## src/rtl/hzd_pkg.sv

```systemverilog
`timescale 1ns/1ps
package hzd_pkg;
  typedef enum logic [1:0] {
    SEL_RF  = 2'b00,
    SEL_WB  = 2'b01,
    SEL_EXM = 2'b10
  } opsel_e;
endpackage

```

## src/rtl/hzd_src_cmp.sv

```systemverilog
`timescale 1ns/1ps
module hzd_src_cmp #(
  parameter int REG_W = 5
) (
  input  logic [REG_W-1:0] src,
  input  logic             use_src,
  input  logic [REG_W-1:0] ex_dst,
  input  logic             ex_wr,
  input  logic [REG_W-1:0] mem_dst,
  input  logic             mem_wr,
  output logic             hit_ex,
  output logic             hit_mem
);
  localparam logic [REG_W-1:0] ZERO_REG = '0;

  logic live;
  assign live    = use_src && (src != ZERO_REG);
  assign hit_ex  = live && ex_wr  && (ex_dst  == src);
  assign hit_mem = live && mem_wr && (mem_dst == src);
endmodule

```

## src/rtl/hzd_ctrl.sv

```systemverilog
`timescale 1ns/1ps
module hzd_ctrl
  import hzd_pkg::*;
#(
  parameter int REG_W = 5
) (
  input  logic             clk,
  input  logic             rst,
  input  logic [REG_W-1:0] id_src_a,
  input  logic [REG_W-1:0] id_src_b,
  input  logic             id_use_a,
  input  logic             id_use_b,
  input  logic             id_store,
  input  logic             id_branch,
  input  logic             id_cond_true,
  input  logic [REG_W-1:0] ex_dst,
  input  logic             ex_wr,
  input  logic             ex_load,
  input  logic [REG_W-1:0] mem_dst,
  input  logic             mem_wr,
  input  logic             mem_load,
  output logic             hold_front,
  output logic             bubble_ex,
  output logic             squash_if,
  output logic             cmp_byp_a,
  output logic             cmp_byp_b,
  output logic [1:0]       alu_sel_a,
  output logic [1:0]       alu_sel_b,
  output logic             st_data_byp
);
  localparam int NSRC = 2;

  logic [REG_W-1:0] src  [NSRC];
  logic [NSRC-1:0]  used;
  logic [NSRC-1:0]  hit_ex;
  logic [NSRC-1:0]  hit_mem;
  opsel_e           nsel [NSRC];

  assign src[0]  = id_src_a;
  assign src[1]  = id_src_b;
  assign used[0] = id_use_a;
  assign used[1] = id_use_b;

  // One comparator pair per source operand
  for (genvar i = 0; i < NSRC; i++) begin : g_src
    hzd_src_cmp #(.REG_W(REG_W)) u_cmp (
      .src     (src[i]),
      .use_src (used[i]),
      .ex_dst  (ex_dst),
      .ex_wr   (ex_wr),
      .mem_dst (mem_dst),
      .mem_wr  (mem_wr),
      .hit_ex  (hit_ex[i]),
      .hit_mem (hit_mem[i])
    );
  end

  // Load in execute feeding the next instruction; store data is exempt
  logic load_use;
  logic store_late;
  logic br_wait;
  logic stall;

  assign store_late = id_store && hit_ex[1] && ex_load;
  assign load_use   = ex_load && (hit_ex[0] || (hit_ex[1] && !id_store));
  assign br_wait    = id_branch &&
                      ((|hit_ex) || (mem_load && (|hit_mem)));
  assign stall      = load_use || br_wait;

  assign hold_front = stall;
  assign bubble_ex  = stall;
  assign squash_if  = id_branch && id_cond_true && !stall;
  assign cmp_byp_a  = id_branch && hit_mem[0] && !mem_load;
  assign cmp_byp_b  = id_branch && hit_mem[1] && !mem_load;

  // Select the consumer will need once it sits in execute
  always_comb begin
    for (int i = 0; i < NSRC; i++) begin
      if (stall)
        nsel[i] = SEL_RF;
      else if (hit_ex[i])
        nsel[i] = ex_load ? SEL_RF : SEL_EXM;
      else if (hit_mem[i])
        nsel[i] = SEL_WB;
      else
        nsel[i] = SEL_RF;
    end
  end

  logic st_late_ex;

  always_ff @(posedge clk) begin
    if (rst) begin
      alu_sel_a   <= 2'b00;
      alu_sel_b   <= 2'b00;
      st_late_ex  <= 1'b0;
      st_data_byp <= 1'b0;
    end else begin
      alu_sel_a   <= nsel[0];
      alu_sel_b   <= nsel[1];
      st_late_ex  <= store_late && !stall;
      st_data_byp <= st_late_ex;
    end
  end
endmodule

```

## config.mk

```make
export PLATFORM = sky130hd
export DESIGN_NAME = hzd_ctrl
export DESIGN_NICKNAME = d
export VERILOG_FILES = /design/src/rtl/hzd_pkg.sv /design/src/rtl/hzd_src_cmp.sv /design/src/rtl/hzd_ctrl.sv
export SDC_FILE = /design/constraint.sdc
export NUM_CORES = 1
export LEC_CHECK = 0
export ABC_CLOCK_PERIOD_IN_PS = 1630
export BUFFER_PORTS_ARGS = -buffer_cell sky130_fd_sc_hd__buf_2
export CAP_MARGIN = 20
export CORE_AREA = 2 2 46 48
export CTS_CLUSTER_SIZE = 16
export DETAILED_ROUTE_END_ITERATION = 8
export DIE_AREA = 0 0 48 50
export PLACE_DENSITY_LB_ADDON = 0.05
export SYNTH_ARGS = -nofsm -noshare
export SYNTH_HDL_FRONTEND = slang
export SYNTH_SLANG_ARGS = --single-unit
```

## constraint.sdc

```tcl
create_clock -name clk -period 1.63 [get_ports clk]
set_clock_uncertainty 0.1 [all_clocks]
set_input_delay 0 -clock clk [delete_from_list [all_inputs] [get_ports clk]]
set_output_delay 0 -clock clk [all_outputs]
set_load 0.01 [all_outputs]
```

==> Yosys cells after proc, flatten, opt, wreduce, memory -nomap -nowiden <==
Index checks and enable logic that the tools add are counted.
{ "word_totals": {"wordCells": 47, "output_inout_bits": 10, "inputBits": 31, "ff_bits": 6} }
{ "op_classes": {"mux": 5, "eq_ne": 4, "n_reduce_logical": 34} }
{ "op_table": {"columns": ["operator", "count"], "rows": [
  ["logical AND 1 bit", 23],
  ["equality test 5 bit", 4],
  ["nonzero test 5 bit", 2],
  ["two-way mux 2 bit", 3],
  ["OR reduction 2 bit", 3],
  ["logical NOT 1 bit", 3],
  ["logical OR 1 bit", 3],
  ["two-way mux 1 bit", 2]
]} }

==> Logic depth before layout (Yosys ltp) <==
{ "logic_depth": {"ltp_word": 11, "mapped_depth": 7, "mapped_depth_nobuf": 6} }

==> By module <==
Synthesis repeated with hierarchy kept, for this count alone.
{ "hier_totals": {"cells_unflattened": 62, "area_unflattened_um2": 530.5} }
{ "modules_own_cells": {"columns": ["mod", "instances", "area_per_inst_um2", "cells_per_inst", "seq_area_each_um2"], "rows": [
  ["hzd_src_cmp", 2, 133.9, 18, 0.0],
  ["hzd_ctrl", 1, 262.8, 26, 120.1]
]} }

==> Least setup slack after synthesis <==
OpenSTA, ideal clock, no wires.
{ "synth_timing": {"kind": "input port to output port", "from": "input port ex_dst[4]", "to": "output port hold_front", "setup_slack_ps": 288, "stages": 7, "arrival_time_ps": 1242, "path_cell_list": "xor2_1 > nor4_1 > nand4_1 > and2_4 > a21boi_2 > a21o_1 > buf_4"} }
{ "synth_via": {"elab_chain_cells": 6, "elab_cells_between_ends": 11, "classes_between": "eq/ne (2); reduce/logical (9)"} }
{ "synth_rtl": {"columns": ["element", "line", "rtl"], "rows": [
  ["start: declaration", "hzd_ctrl.sv:16", "input logic [REG_W-1:0] ex_dst,"],
  ["equality test 5 bit", "hzd_src_cmp.sv:18", "assign hit_ex = live && ex_wr && (ex_dst == src);"],
  ["logical AND 1 bit", "hzd_src_cmp.sv:18", null],
  ["OR reduction 2 bit or logical AND 1 bit (tied branches)", "hzd_ctrl.sv:67, hzd_ctrl.sv:65", null],
  ["logical OR 1 bit (on tied branches)", "hzd_ctrl.sv:67, hzd_ctrl.sv:65", null],
  ["logical AND 1 bit (on tied branches)", "hzd_ctrl.sv:66, hzd_ctrl.sv:65", null],
  ["logical OR 1 bit *", "hzd_ctrl.sv:68", "assign stall = load_use || br_wait;"],
  ["end: declaration", "hzd_ctrl.sv:22", "output logic hold_front,"]
]} }
Every way passes the cells marked *; elsewhere a longest branch is shown, timed or not.

==> Final worst setup path <==
{ "layout_timing": {"from": "input port id_src_b[3]", "to": "output port bubble_ex"} }
{ "layout_via": {"elab_chain_cells": 9, "elab_cells_between_ends": 17, "classes_between": "eq/ne (2); reduce/logical (15)"} }
{ "layout_rtl": {"columns": ["element", "line", "rtl"], "rows": [
  ["start: declaration", "hzd_ctrl.sv:10", "input logic [REG_W-1:0] id_src_b,"],
  ["nonzero test 5 bit", "hzd_src_cmp.sv:17", "assign live = use_src && (src != ZERO_REG);"],
  ["logical AND 1 bit", "hzd_src_cmp.sv:17", null],
  ["logical AND 1 bit (2 in series)", "hzd_src_cmp.sv:19", "assign hit_mem = live && mem_wr && (mem_dst == src);"],
  ["OR reduction 2 bit", "hzd_ctrl.sv:67", "((|hit_ex) || (mem_load && (|hit_mem)));"],
  ["logical AND 1 bit", "hzd_ctrl.sv:67", null],
  ["logical OR 1 bit", "hzd_ctrl.sv:67", null],
  ["logical AND 1 bit", "hzd_ctrl.sv:66", "assign br_wait = id_branch &&"],
  ["logical OR 1 bit *", "hzd_ctrl.sv:68", null],
  ["end: declaration", "hzd_ctrl.sv:23", "output logic bubble_ex,"]
]} }
Marked as above.

==> metrics.txt <==
# TYPE chip_impl_metric gauge
chip_impl_metric{name="min_path_cells",unit=""} 4
chip_impl_info{name="tritoncts",value="done"} 1
chip_impl_metric{name="pin_count_of_the_biggest_net_entering_global_routing",unit=""} 8
chip_impl_metric{name="wl_met2",unit="um"} 779
chip_impl_metric{name="synth-adder-area-share",unit="%"} 0
chip_impl_metric{name="slew_viol_final",unit=""} 0
chip_impl_metric{name="clock_tree.buffer_depth",unit=""} 2
chip_impl_metric{name="top_level_ports",unit=""} 41
chip_impl_metric{name="syn_nets",unit=""} 95
chip_impl_metric{name="grt_pass1_vias",unit=""} 660
chip_impl_info{name="top_signal_layer_used",value="met4"} 1
chip_impl_metric{name="leak_pwr",unit="nW"} 0.412
chip_impl_metric{name="number_of_antenna_diodes",unit=""} 0
chip_impl_metric{name="timing_worst_slew_pin_value",unit="ns"} 0.300
chip_impl_metric{name="final_period_util",unit="%"} 92.7
chip_impl_metric{name="die_area",unit="um2"} 2400
chip_impl_metric{name="gp_congestion",unit=""} 0.775
chip_impl_metric{name="worst-r2r-setup-slack",unit="ns"} 1.03
chip_impl_metric{name="core",unit="um2"} 1900
chip_impl_metric{name="cp.required",unit="ns"} 1.53
chip_impl_metric{name="finalHoldViolCount",unit=""} 0
chip_impl_metric{name="cts-buffers-inserted",unit=""} 3
chip_impl_metric{name="pre_cts_setup_slack",unit="ns"} 0.0700
chip_impl_metric{name="drt_wl_total",unit="mm"} 1.47
chip_impl_metric{name="port-buffer-count",unit=""} 40
chip_impl_metric{name="drt_iter0_markers",unit=""} 0
chip_impl_metric{name="detailroute.via_count",unit=""} 643
chip_impl_metric{name="rr_worst_depth",unit=""} 1
chip_impl_metric{name="detail-route-antenna-nets",unit=""} 0
chip_impl_metric{name="synth_xor_xnor_area_share",unit="%"} 31.6
chip_impl_metric{name="drt_pass_1_iters",unit=""} 1
chip_impl_metric{name="fraction_of_synthesized_area_in_multiplexers",unit="%"} 0
chip_impl_info{name="critical_path.startpoint_type",value="input pin"} 1
chip_impl_info{name="type_of_element_capturing_the_critical_path",value="primary output"} 1
chip_impl_metric{name="setup-violations-final",unit=""} 0
chip_impl_metric{name="clkSlewWorstSetupHoldPaths",unit="ns"} 0.04
chip_impl_metric{name="max-cap-violations",unit=""} 0
chip_impl_metric{name="die_w",unit="um"} 48
chip_impl_info{name="timing_worst_setup_path_type",value="in -> out"} 1
chip_impl_info{name="synth_top_family_by_area",value="simple AND/OR/NAND/NOR gates"} 1
chip_impl_info{name="rsz_0062_raised_after_global_routing",value="no"} 1
chip_impl_metric{name="post_synth_inst_count",unit=""} 64
chip_impl_metric{name="dp_hpwl",unit="mm"} 1.28
chip_impl_metric{name="post_detailed_route_via_to_cell_ratio",unit=""} 4.59
chip_impl_metric{name="p_per_area",unit="nW/um2"} 473
chip_impl_metric{name="final_period_minus_worst_setup_slack",unit="ns"} 1.51
chip_impl_metric{name="final.setup.tns",unit="ns"} 0
chip_impl_metric{name="post_synth_num_cell_types",unit=""} 23
chip_impl_metric{name="remaining_drc_errors",unit=""} 0
chip_impl_metric{name="detailroute.wirelength.met3",unit="um"} 75
chip_impl_metric{name="synthesis.area_per_instance",unit="um2"} 8.66
chip_impl_metric{name="antenna_found_initial",unit=""} 0
chip_impl_metric{name="fin_nets",unit=""} 146
chip_impl_metric{name="ys.warnings.count",unit=""} 0
chip_impl_metric{name="start_util",unit="%"} 29.1
chip_impl_info{name="run_status",value="completed"} 1
chip_impl_metric{name="layout_setup_ws",unit="ns"} 0.119
chip_impl_metric{name="area_share_of_and_or_nand_nor_cells_after_synthesis",unit="%"} 36.8
chip_impl_metric{name="met1Wirelength",unit="um"} 604
chip_impl_metric{name="global_route.overflow_total",unit=""} 0
chip_impl_metric{name="timing.fmax",unit="MHz"} 662
chip_impl_metric{name="slew-limit-headroom",unit="%"} 79.8
chip_impl_metric{name="drive_above_1_share",unit="%"} 47.8
chip_impl_metric{name="vdd.ir_drop.worst",unit="mV"} 0.174
chip_impl_info{name="clock-root-buffer",value="clkbuf_4"} 1
chip_impl_metric{name="seq_area_frac_synth",unit="%"} 21.7
chip_impl_metric{name="clock_latency_on_the_worst_skew_pair",unit="ns"} 0.23
chip_impl_metric{name="crit_path_max_fanout",unit=""} 3
chip_impl_metric{name="ys_ff_latch",unit=""} 6
chip_impl_metric{name="compound_gate_portion_of_the_synthesized_area",unit="%"} 8.58
chip_impl_metric{name="filler_cell_count",unit=""} 195
chip_impl_metric{name="die_h",unit="um"} 50
chip_impl_metric{name="cts_setup_buffers",unit=""} 0
chip_impl_metric{name="crit_path_arrival_time",unit="ns"} 1.41
chip_impl_metric{name="area_overhead_vs_synth",unit="%"} 57.8
chip_impl_metric{name="wl_per_cell",unit="um"} 10.5
chip_impl_metric{name="rows",unit=""} 16
chip_impl_metric{name="globalRouteTotalUtil",unit="%"} 14.2
chip_impl_metric{name="area_of_the_mapped_netlist",unit="um2"} 554
chip_impl_info{name="worst_hold_path_type",value="in -> reg"} 1
chip_impl_metric{name="wire_length_of_the_first_global_routing_pass",unit="mm"} 2.50
chip_impl_metric{name="tritoncts_num_sinks",unit=""} 6
chip_impl_metric{name="htree_num_levels",unit=""} 1
## timing repair
item,in CTS,in global routing
hold endpoints to repair,6,0
hold buffers,5,0
endpoints found under the setup margin,0,1
gates resized for setup,0,1
## critical path, stage by stage
cell,delay [ns]
buf_2,0.13
xor2_1,0.16
nor4_1,0.33
and4_1,0.30
o21ai_2,0.08
a21boi_2,0.19
a21o_1,0.11
buf_2,0.12
## cells in the mapped netlist
library cell | n | area, um2
a21boi_2 | 1 | 11.3
a2111oi_2 | 1 | 15.0
and4_4 | 1 | 11.3
o21ai_2 | 1 | 8.76
nor4_2 | 1 | 12.5
and2_4 | 1 | 8.76
nor4_1 | 7 | 43.8
nand2_1 | 8 | 30.0
a21o_1 | 1 | 7.51
o21ai_0 | 1 | 5.00
and4_2 | 2 | 20.0
nor2_1 | 2 | 7.51
nor3_1 | 2 | 10.0
nor2b_1 | 1 | 6.26
and4_1 | 1 | 8.76
xor2_1 | 12 | 105
nand4_1 | 2 | 12.5
and3b_1 | 2 | 17.5
nand3b_1 | 1 | 7.51
xnor2_1 | 8 | 70.1
nor3b_1 | 1 | 7.51
buf_4 | 1 | 7.51
dfxtp_1 | 6 | 120
## flip-flops by register name, summed over array words and instances (netlist names)
name,cells
alu_sel_a,2
alu_sel_b,2
st_data_byp,1
st_late_ex,1
## metal layers
metal | track usage, % | vias up
met5 | 0 | -
met4 | 9.46 | 0
met3 | 0 | 2
met2 | 24.7 | 21
met1 | 15.9 | 286
li1 | - | 334
## through the flow
step	std cells	power [W]	util (%)	instance area, um2	hold slack [ns]
global placement	132	0.000277	41.8	796	0.152
global route	140	0.000446	46.0	875	0.144
detailed placement	132	0.000278	41.8	796	0.145
floorplan	64	0.000206	-	554	-0.0311
CTS	140	0.000424	45.7	868	0.121
finish	140	0.000413	46.0	875	0.124
## placed cells by master, fill, tap and decap left out, types with 3 or more instances in the layout
master	instances
buf_2	40
nor4_1	6
nand2_1	8
xnor2_1	8
xor2_1	12
dfxtp_1	6
clkbuf_4	3
dlygate4sd3_1	5
## power breakdown
group | switching, W | leakage [nW] | internal (W) | total [W]
Sequential | 0.0000000669 | 0.0483 | 0.000148 | 0.000148
Clock | 0.0000483 | 0.0138 | 0.0000829 | 0.000131
Combinational | 0.0000651 | 0.350 | 0.0000693 | 0.000134
Total | 0.000113 | 0.412 | 0.000300 | 0.000413
## worst paths after layout
| kind | start | end |
|---|---|---|
| max reg2reg | st_late_ex | st_data_byp |
| min | mem_load | alu_sel_b[0] |
| min reg2reg | st_late_ex | st_data_byp |
| max | id_src_b[3] | bubble_ex |
## cell type report
cell class                 count  area, um2  area share (%)
tap                           27       33.8            3.86
multi-input combinational     57        433            49.5
clock buffer                   3       22.5            2.58
sequential                     6        120            13.7
timing repair buffer          47        265            30.3
## cells by family (layout without fill, tap and decap cells)
kind of cell / after synthesis / after routing
flops: 6 / 6
xor+xnor: 20 / 20
simple gates: 32 / 32
buf+inv: 1 / 50
compound gates: 5 / 5
No activity file was read; power rests on OpenSTA's default activity.
